===== src/rtl/dxu_pkg.sv =====
package dxu_pkg;

  typedef enum logic [3:0] {
    ALU_ADD, ALU_SUB, ALU_AND, ALU_OR, ALU_XOR, ALU_NOR, ALU_XNOR, ALU_CMP,
    ALU_SL, ALU_SR, ALU_SRU, ALU_SEXTB, ALU_SEXTH, ALU_MUL, ALU_DIV, ALU_MOD
  } aluOp_e;

  typedef enum logic [2:0] {
    CMP_EQ, CMP_NE, CMP_GT, CMP_GE, CMP_GTU, CMP_GEU
  } cmpSel_e;

  typedef enum logic [1:0] {
    IMM_SEXT, IMM_ZEXT, IMM_HIGH, IMM_SHAMT
  } immKind_e;

  // strobes from control to datapath
  typedef struct packed {
    aluOp_e      aluOp;
    cmpSel_e     cmpSel;
    logic        useImm;
    immKind_e    immKind;
    logic [4:0]  aIdx;
    logic [4:0]  bIdx;
    logic [15:0] imm16;
  } aluCtrl_t;

endpackage


===== src/rtl/dxu_control.sv =====
module dxu_control
  import dxu_pkg::*;
(
  input  logic [31:0] instr,
  output aluCtrl_t    aluCtrl,
  output logic [4:0]  dstIdx,
  output logic        writeReq,
  output logic        haltReq,
  output logic        illegal
);

  logic       isRR;
  logic [4:0] code;
  logic       legal;
  logic       zeroFields;

  assign isRR       = instr[31];
  assign code       = instr[30:26];
  assign zeroFields = (instr[25:11] == 15'd0);

  always_comb begin
    aluCtrl.aluOp   = ALU_ADD;
    aluCtrl.cmpSel  = CMP_EQ;
    aluCtrl.useImm  = ~isRR;
    aluCtrl.immKind = IMM_SEXT;
    aluCtrl.aIdx    = instr[25:21];
    aluCtrl.bIdx    = instr[20:16];
    aluCtrl.imm16   = instr[15:0];
    dstIdx          = isRR ? instr[15:11] : instr[20:16];
    legal           = 1'b1;
    haltReq         = 1'b0;

    case (code)
      5'd0:  aluCtrl.aluOp = ALU_ADD;
      5'd1:  begin aluCtrl.aluOp = ALU_SUB; legal = isRR; end
      5'd2:  begin
               aluCtrl.aluOp = ALU_AND; aluCtrl.immKind = IMM_ZEXT;
               haltReq = isRR & zeroFields;
             end
      5'd3:  begin aluCtrl.aluOp = ALU_OR;   aluCtrl.immKind = IMM_ZEXT; end
      5'd4:  begin aluCtrl.aluOp = ALU_XOR;  aluCtrl.immKind = IMM_ZEXT; end
      5'd5:  begin aluCtrl.aluOp = ALU_NOR;  aluCtrl.immKind = IMM_ZEXT; end
      5'd6:  begin aluCtrl.aluOp = ALU_XNOR; aluCtrl.immKind = IMM_ZEXT; end
      5'd7:  begin aluCtrl.aluOp = ALU_AND; aluCtrl.immKind = IMM_HIGH; legal = ~isRR; end
      5'd8:  begin aluCtrl.aluOp = ALU_OR;  aluCtrl.immKind = IMM_HIGH; legal = ~isRR; end
      5'd9:  begin aluCtrl.aluOp = ALU_CMP; aluCtrl.cmpSel = CMP_EQ;  end
      5'd10: begin aluCtrl.aluOp = ALU_CMP; aluCtrl.cmpSel = CMP_NE;  end
      5'd11: begin aluCtrl.aluOp = ALU_CMP; aluCtrl.cmpSel = CMP_GT;  end
      5'd12: begin aluCtrl.aluOp = ALU_CMP; aluCtrl.cmpSel = CMP_GE;  end
      5'd13: begin aluCtrl.aluOp = ALU_CMP; aluCtrl.cmpSel = CMP_GTU; end
      5'd14: begin aluCtrl.aluOp = ALU_CMP; aluCtrl.cmpSel = CMP_GEU; end
      5'd15: begin aluCtrl.aluOp = ALU_SL;  aluCtrl.immKind = IMM_SHAMT; end
      5'd16: begin aluCtrl.aluOp = ALU_SR;  aluCtrl.immKind = IMM_SHAMT; end
      5'd17: begin aluCtrl.aluOp = ALU_SRU; aluCtrl.immKind = IMM_SHAMT; end
      5'd18: begin aluCtrl.aluOp = ALU_SEXTB; legal = isRR; end
      5'd19: begin aluCtrl.aluOp = ALU_SEXTH; legal = isRR; end
      5'd20: aluCtrl.aluOp = ALU_MUL;
      5'd21: begin aluCtrl.aluOp = ALU_DIV; legal = isRR; end
      5'd22: begin aluCtrl.aluOp = ALU_MOD; legal = isRR; end
      default: legal = 1'b0;
    endcase

    if (!legal) haltReq = 1'b0;
  end

  assign illegal  = ~legal;
  assign writeReq = legal & ~haltReq;

  always_comb begin

    ctl_excl_chk: assert ($onehot0({writeReq, haltReq, illegal}))
      else $error("control strobes overlap");
  end

endmodule


===== src/rtl/dxu_datapath.sv =====
module dxu_datapath
  import dxu_pkg::*;
#(
  parameter int DATA_W = 32
) (
  input  aluCtrl_t           aluCtrl,
  input  logic [DATA_W-1:0]  srcA,
  input  logic [DATA_W-1:0]  srcB,
  output logic [DATA_W-1:0]  result,
  output logic               divZero
);

  localparam int SHW    = $clog2(DATA_W);
  localparam int IMM_W  = 16;
  localparam int PAD_W  = DATA_W - IMM_W;

  logic [DATA_W-1:0] opA, regB, immVal, opB, mulLow;
  logic [SHW-1:0]    shamt;
  logic              cmpHit, isDivOp;

  // register 0 reads as zero
  assign opA  = (aluCtrl.aIdx == 5'd0) ? '0 : srcA;
  assign regB = (aluCtrl.bIdx == 5'd0) ? '0 : srcB;

  always_comb begin
    unique case (aluCtrl.immKind)
      IMM_SEXT:  immVal = {{PAD_W{aluCtrl.imm16[IMM_W-1]}}, aluCtrl.imm16};
      IMM_ZEXT:  immVal = {{PAD_W{1'b0}}, aluCtrl.imm16};
      IMM_HIGH:  immVal = {aluCtrl.imm16, {PAD_W{1'b0}}};
      default:   immVal = {{(DATA_W-SHW){1'b0}}, aluCtrl.imm16[SHW-1:0]};
    endcase
  end

  assign opB     = aluCtrl.useImm ? immVal : regB;
  assign shamt   = opB[SHW-1:0];
  assign mulLow  = opA * opB;
  assign isDivOp = (aluCtrl.aluOp == ALU_DIV) || (aluCtrl.aluOp == ALU_MOD);
  assign divZero = isDivOp && (opB == '0);

  always_comb begin
    unique case (aluCtrl.cmpSel)
      CMP_EQ:  cmpHit = (opA == opB);
      CMP_NE:  cmpHit = (opA != opB);
      CMP_GT:  cmpHit = ($signed(opA) >  $signed(opB));
      CMP_GE:  cmpHit = ($signed(opA) >= $signed(opB));
      CMP_GTU: cmpHit = (opA >  opB);
      CMP_GEU: cmpHit = (opA >= opB);
      default: cmpHit = 1'b0;
    endcase
  end

  always_comb begin
    unique case (aluCtrl.aluOp)
      ALU_ADD:   result = opA + opB;
      ALU_SUB:   result = opA - opB;
      ALU_AND:   result = opA & opB;
      ALU_OR:    result = opA | opB;
      ALU_XOR:   result = opA ^ opB;
      ALU_NOR:   result = ~(opA | opB);
      ALU_XNOR:  result = ~(opA ^ opB);
      ALU_CMP:   result = {{(DATA_W-1){1'b0}}, cmpHit};
      ALU_SL:    result = opA << shamt;
      ALU_SR:    result = DATA_W'($signed(opA) >>> shamt);
      ALU_SRU:   result = opA >> shamt;
      ALU_SEXTB: result = {{(DATA_W-8){opA[7]}}, opA[7:0]};
      ALU_SEXTH: result = {{(DATA_W-16){opA[15]}}, opA[15:0]};
      ALU_MUL:   result = mulLow;
      ALU_DIV:   result = divZero ? '0 : opA / opB;
      ALU_MOD:   result = divZero ? '0 : opA % opB;
      default:   result = '0;
    endcase
  end

  always_comb begin

    cmp_bool_chk: assert (aluCtrl.aluOp != ALU_CMP || result[DATA_W-1:1] == '0)
      else $error("compare result not boolean");

    sru_fill_chk: assert (aluCtrl.aluOp != ALU_SRU || shamt == '0 || !result[DATA_W-1])
      else $error("logical right shift filled a one");

    sext_fill_chk: assert (aluCtrl.aluOp != ALU_SEXTB ||
                           result[DATA_W-1:7] == '0 || result[DATA_W-1:7] == '1)
      else $error("byte extension upper bits not uniform");
  end

endmodule


===== src/rtl/dxu_top.sv =====
module dxu_top
  import dxu_pkg::*;
#(
  parameter int DATA_W = 32
) (
  input  logic [31:0]        instr,
  input  logic [DATA_W-1:0]  srcA,
  input  logic [DATA_W-1:0]  srcB,
  output logic [4:0]         dstIdx,
  output logic               wrEn,
  output logic [DATA_W-1:0]  result,
  output logic               haltReq,
  output logic               illegalOp,
  output logic               divZero
);

  aluCtrl_t aluCtrl;
  logic     writeReq;

  dxu_control u_ctl (
    .instr    (instr),
    .aluCtrl  (aluCtrl),
    .dstIdx   (dstIdx),
    .writeReq (writeReq),
    .haltReq  (haltReq),
    .illegal  (illegalOp)
  );

  dxu_datapath #(.DATA_W(DATA_W)) u_dp (
    .aluCtrl (aluCtrl),
    .srcA    (srcA),
    .srcB    (srcB),
    .result  (result),
    .divZero (divZero)
  );

  assign wrEn = writeReq & ~divZero & (dstIdx != 5'd0);

  always_comb begin

    div_nowrite_chk: assert (!(divZero && wrEn))
      else $error("write on zero divisor");

    zero_dst_chk: assert (!(wrEn && dstIdx == 5'd0))
      else $error("write to register zero");

    illegal_quiet_chk: assert (!(illegalOp && (wrEn || haltReq)))
      else $error("illegal opcode had side effect");
  end

endmodule


===== config.mk =====
export PLATFORM = sky130hd
export DESIGN_NAME = dxu_top
export DESIGN_NICKNAME = d
export VERILOG_FILES = /design/src/rtl/dxu_pkg.sv /design/src/rtl/dxu_control.sv /design/src/rtl/dxu_datapath.sv /design/src/rtl/dxu_top.sv
export SDC_FILE = /design/constraint.sdc
export NUM_CORES = 2
export LEC_CHECK = 0
export ABC_AREA = 1
export BUFFER_PORTS_ARGS = -buffer_cell sky130_fd_sc_hd__buf_2
export CAP_MARGIN = 20
export CORE_UTILIZATION = 41
export DETAILED_ROUTE_END_ITERATION = 12
export GPL_TIMING_DRIVEN = 0
export PLACE_DENSITY = 0.66
export SLEW_MARGIN = 0
export SYNTH_ARGS = -nofsm -noshare
export SYNTH_HDL_FRONTEND = slang
export SYNTH_SLANG_ARGS = --single-unit

===== constraint.sdc =====
create_clock -name vclk -period 119.3
set_input_delay 5.965 -clock vclk [all_inputs]
set_output_delay 5.965 -clock vclk [all_outputs]
set_load 0.02 [all_outputs]

======== Word-level counts from Yosys, hierarchy flattened ========
Index checks and enable logic that the tools add are counted.
storage, ports and cells
  register bits after elaboration ......... 0
  bits of input ports ..................... 96
  output and inout bits ................... 41
  logic and storage cells ................. 105
operators by class
  add/sub/neg operators ................... 2
  $mul .................................... 1
  divide/modulo/power cells ............... 2
  $lt $le $gt $ge ......................... 4
  equality and inequality tests ........... 46
  shifts and indexed selects .............. 3
  mux-type cells .......................... 15
  bitwise gates (word level) .............. 13
  reductions and logical operators ........ 19
operators with widths
  cell                                                                    number
  32-bit case mux with 16 select lines                                    1
  32-bit two-way mux                                                      5
  32-bit case mux with 3 select lines                                     1
  32-bit >= comparator                                                    2
  32-bit > comparator                                                     2
  32-bit NOT                                                              2
  4-bit case mux with 15 select lines                                     1
  5-bit by 4-bit equality test with 1-bit output (second input constant)  8
  5-bit equality test (second input constant)                             7
  32-bit adder                                                            1
  32-bit bitwise AND                                                      1
  32-bit by 32-bit divider with 32-bit output                             1
  32-bit equality test                                                    1
  4-bit equality test (second input constant)                             8
  32-bit zero test                                                        1
  32-bit by 32-bit modulo with 32-bit output                              1
  32-bit by 32-bit multiplier with 32-bit output                          1
  32-bit inequality test                                                  1
  32-bit OR                                                               1
  32-bit by 5-bit left shift with 32-bit output                           1
  32-bit by 5-bit >> shifter with 32-bit output                           1
  32-bit by 5-bit >>> shifter with 32-bit output                          1
  32-bit subtractor                                                       1
  32-bit bitwise XOR                                                      1
  other kinds (32)                                                        54

======== Logic depth before layout (Yosys ltp) ========
  word-level depth ........................ 11
  mapped depth ............................ 809

======== By module ========
From an unflattened synthesis, not the netlist that was laid out.
unflattened totals
  cell total of the unflattened synthesis .. 8621
  area, all modules ....................... 53933.0 sq um
by module, submodules not included
  module        times used  cells an instance  area an instance (sq um)  seq. area each (sq um)
  dxu_datapath  1           8473               53172.2                   0.0
  dxu_control   1           140                724.4                     0.0
  dxu_top       1           8                  36.3                      0.0

======== Worst setup path before layout ========
Ideal clock, no wire load.
  kind .................................... in2out
  start ................................... in instr[30]
  end ..................................... out result[8]
  arrival time ............................ 90106 ps
  setup slack ............................. 23229 ps
  stages .................................. 794
  cells stage by stage .................... buf_2 inv_2 nand3_1 nand2_1 buf_6 inv_2 nand3_1 nand2_1 inv_1 clkbuf_1 buf_1 buf_1 ha_1 inv_1 a21oi_1 nand2_1 nor2_1 nand4_1 [758 not listed] nand2_1 a221o_1 a221o_1 a221o_1 nand2_1 nand2_1 a21oi_1 inv_1 a21oi_1 inv_1 a21oi_1 o21ai_0 a31oi_1 o21ai_1 clkinv_1 clkbuf_1 o211ai_1 a21oi_1
between the ends
  longest elaborated chain between the ends .. 10
  elaborated cells on any way between the ends .. 70
  those cells by class .................... add/sub: 2; mul: 1; div: 2; eq/ne: 39; shift: 3; mux: 7; bitwise: 5; reduce/logical: 11
RTL lines
  element                                                                             line                RTL
  start, declared                                                                     dxu_top.sv:6        input logic [31:0] instr,
  branches (longest 9 deep; another with 32-bit by 32-bit modulo with 32-bit output)  -
  32-bit case mux with 16 select lines *                                              dxu_datapath.sv:53  unique case (aluCtrl.aluOp)
  end, declared                                                                       dxu_top.sv:11       output logic [DATA_W-1:0] result,
Every way passes the cells marked *.

==> metrics.md <==
| Metric | Value |
|---|---|
| Final design area excluding fillers | 55900 um2 |
| Buf/Inv on CP | 178 |
| Worst setup EP type | output port |
| Most frequent cells after synthesis | nand2_1, inv_1, ha_1, nor2_1, a21oi_1 |
| Register area | 0 um2 |
| Syn Std Cell Area | 51490 um2 |
| Final HPWL DP | 213.7 mm |
| Fraction of layout instances using a drive strength above 1 | 0.07202 |
| Avg Cell Area, Syn | 6.130 um2 |
| Synth area leaders | ha_1, nand2_1, fa_1 |
| CP required | 113330 ps |
| CP Max Fanout | 10 |
| Largest stage delay, worst path | 380 ps |
| Port buffer count | 135 |
| DRT iter0 DRCs | 6637 |
| Fmax | 9.173 MHz |
| Crit-path leading delay family | compound AO/OA/AOI/OAI gates |
| # DRC | 0 |
| Chip width | 356.4 um |
| Vias | 58900 |
| PwrDens | 26.84 nW/um2 |
| I/O pins | 137 |
| Cells after Synth | 8400 |
| Setup violators final | 0 |
| Syn. warnings | 0 |
| Sequential element share of the synthesized area | 0 |
| Hold Buf Count CTS | 0 |
| Worst-Margin Slew | 1338 ps |
| Total core area | 124100 um2 |
| Outcome | finished clean |
| Initial Util | 0.4149 |
| Grt ovf | 0 |
| Yosys top cell by area | ha_1 |
| Most frequent CP cell | nand2_1 |
| Global-route wire length before repair | 368.8 mm |
| Die Ht | 356.4 um |
| Max VDD drop | 0.06525 mV |
| Slowest CP cell | buf_2 |
| Syn_nets | 9663 |
| Initial antenna violation count | 22 |
| Top-count cell post-synth | nand2_1 |
| Tot GR Track Use | 0.3958 |
| Pin count of the biggest net entering global routing | 45 |
| Num sequential | 0 |
| DP Area | 55120 um2 |
| CLK BUF | 0 |
| Total negative slack | 0 ps |
| Startpoint Class | primary input |
| Initial DRT Pass Iterations | 6 |
| Top cell type's share of synthesized area | 0.1837 |
| Crit path time final | 109020 ps |
| Gpl congestion | 1.121 |
| Fin. Hold Viols | 0 |
| Crit Path Category | in -> out |
| Leakage | 31.20 nW |
| Die ar. | 127000 um2 |
| Fin crit share | 0.9138 |
| Max_cap viols | 0 |
| Vias in the first global route | 55230 |
| Post-route ant nets | 0 |
| Final wirelength | 257.7 mm |
| Final Slew Violations | 0 |
| Crit path DAT | 103050 ps |
| Worst Hold Class | in -> out |
| Drt wl/cell | 25.13 um |
| Vias/cell | 5.744 |
| FP Rows | 129 |
| # nets final | 9874 |
| Area delta synth->final | 8.550% |
| Distinct cells, synth | 76 |
| Rel. slew slack | 0.1012 |
==> repair_timing <==
action	CTS	global route
setup endpoints to repair	0	32
buffers inserted	0	25
hold endpoints to repair	0	0
gates resized for setup	0	191
==> cells in the final DEF, fill, tap and decap left out, drive strengths merged, types with 6 or more instances in the layout <==
cell	n
a2111oi	22
a211oi	17
a21boi	9
a21o	21
a21oi	554
a221o	12
a221oi	18
a22oi	7
a31oi	23
and2	12
buf	310
clkbuf	142
clkinv	23
diode	8
fa	411
ha	756
inv	1601
mux2i	10
nand2	2298
nand3	366
nand3b	14
nand4	55
nor2	560
nor3	58
nor4	23
o2111ai	32
o211ai	39
o21a	12
o21ai	515
o21bai	67
o221ai	21
o22ai	21
o311ai	6
o31ai	19
or2	118
xnor2	150
xor2	262
==> cells by family after synthesis <==
family / after synthesis / synth area share
AND/OR/NAND/NOR: 3508 / 0.2833
buffers and inverters: 1873 / 0.1398
XOR/XNOR: 412 / 0.07007
adder cells (fa/ha/maj): 1167 / 0.3435
multiplexers: 10 / 0.001944
AO/OA/AOI/OAI: 1430 / 0.1614
==> per-stage QoR <==
step / instances / hold slack, ps / power, mW / setup WS, ps / util
after floorplan: 8400 / 12100 / 1.026 / 23230 / -
after global placement: 10170 / 12310 / 1.414 / 3189 / 0.4368
after detailed placement: 10220 / 12320 / 1.435 / 3908 / 0.4441
after CTS: 10220 / 12320 / 1.448 / 3574 / 0.4441
after global routing: 10250 / 12350 / 1.654 / -203.5 / 0.4502
final: 10250 / 12320 / 1.500 / 10280 / 0.4503
==> metal layers <==
metal	global-route usage	vias up	wire length [um]
li1	-	27070	-
met1	0.5131	27980	103900
met2	0.6045	3087	107700
met3	0.08936	728	27810
met4	0.2206	30	18100
met5	0	-	193
==> worst min-delay path, stage by stage <==
cell and delay (ps):
buf_2 90, o21ai_0 90, inv_1 60, buf_2 150
==> where the power goes <==
| part | internal, mW | switching [mW] | total [mW] |
|---|---|---|---|
| Combinational | 0.546 | 0.954 | 1.50 |
| Clock | 0.0000000194 | 0 | 0.0000000194 |
| Sequential | 0 | 0 | 0 |
| Total | 0.546 | 0.954 | 1.50 |
==> worst paths after layout <==
| check | slack [ps] | start | to | cells past startpoint |
|---|---|---|---|---|
| min | 12320 | instr[17] | dstIdx[1] | 4 |
| max | 10280 | instr[26] | result[28] | 1171 |
==> cell type report <==
cell class / count / area [um2]
inverters: 1629 / 6153
plain buffers: 241 / 1195
repair buffers: 212 / 1779
well taps: 1637 / 2048
fillers: 13400 / 68220
diodes: 8 / 20.02
multi-input cells: 6527 / 44700
(Power assumes the default switching activity.)
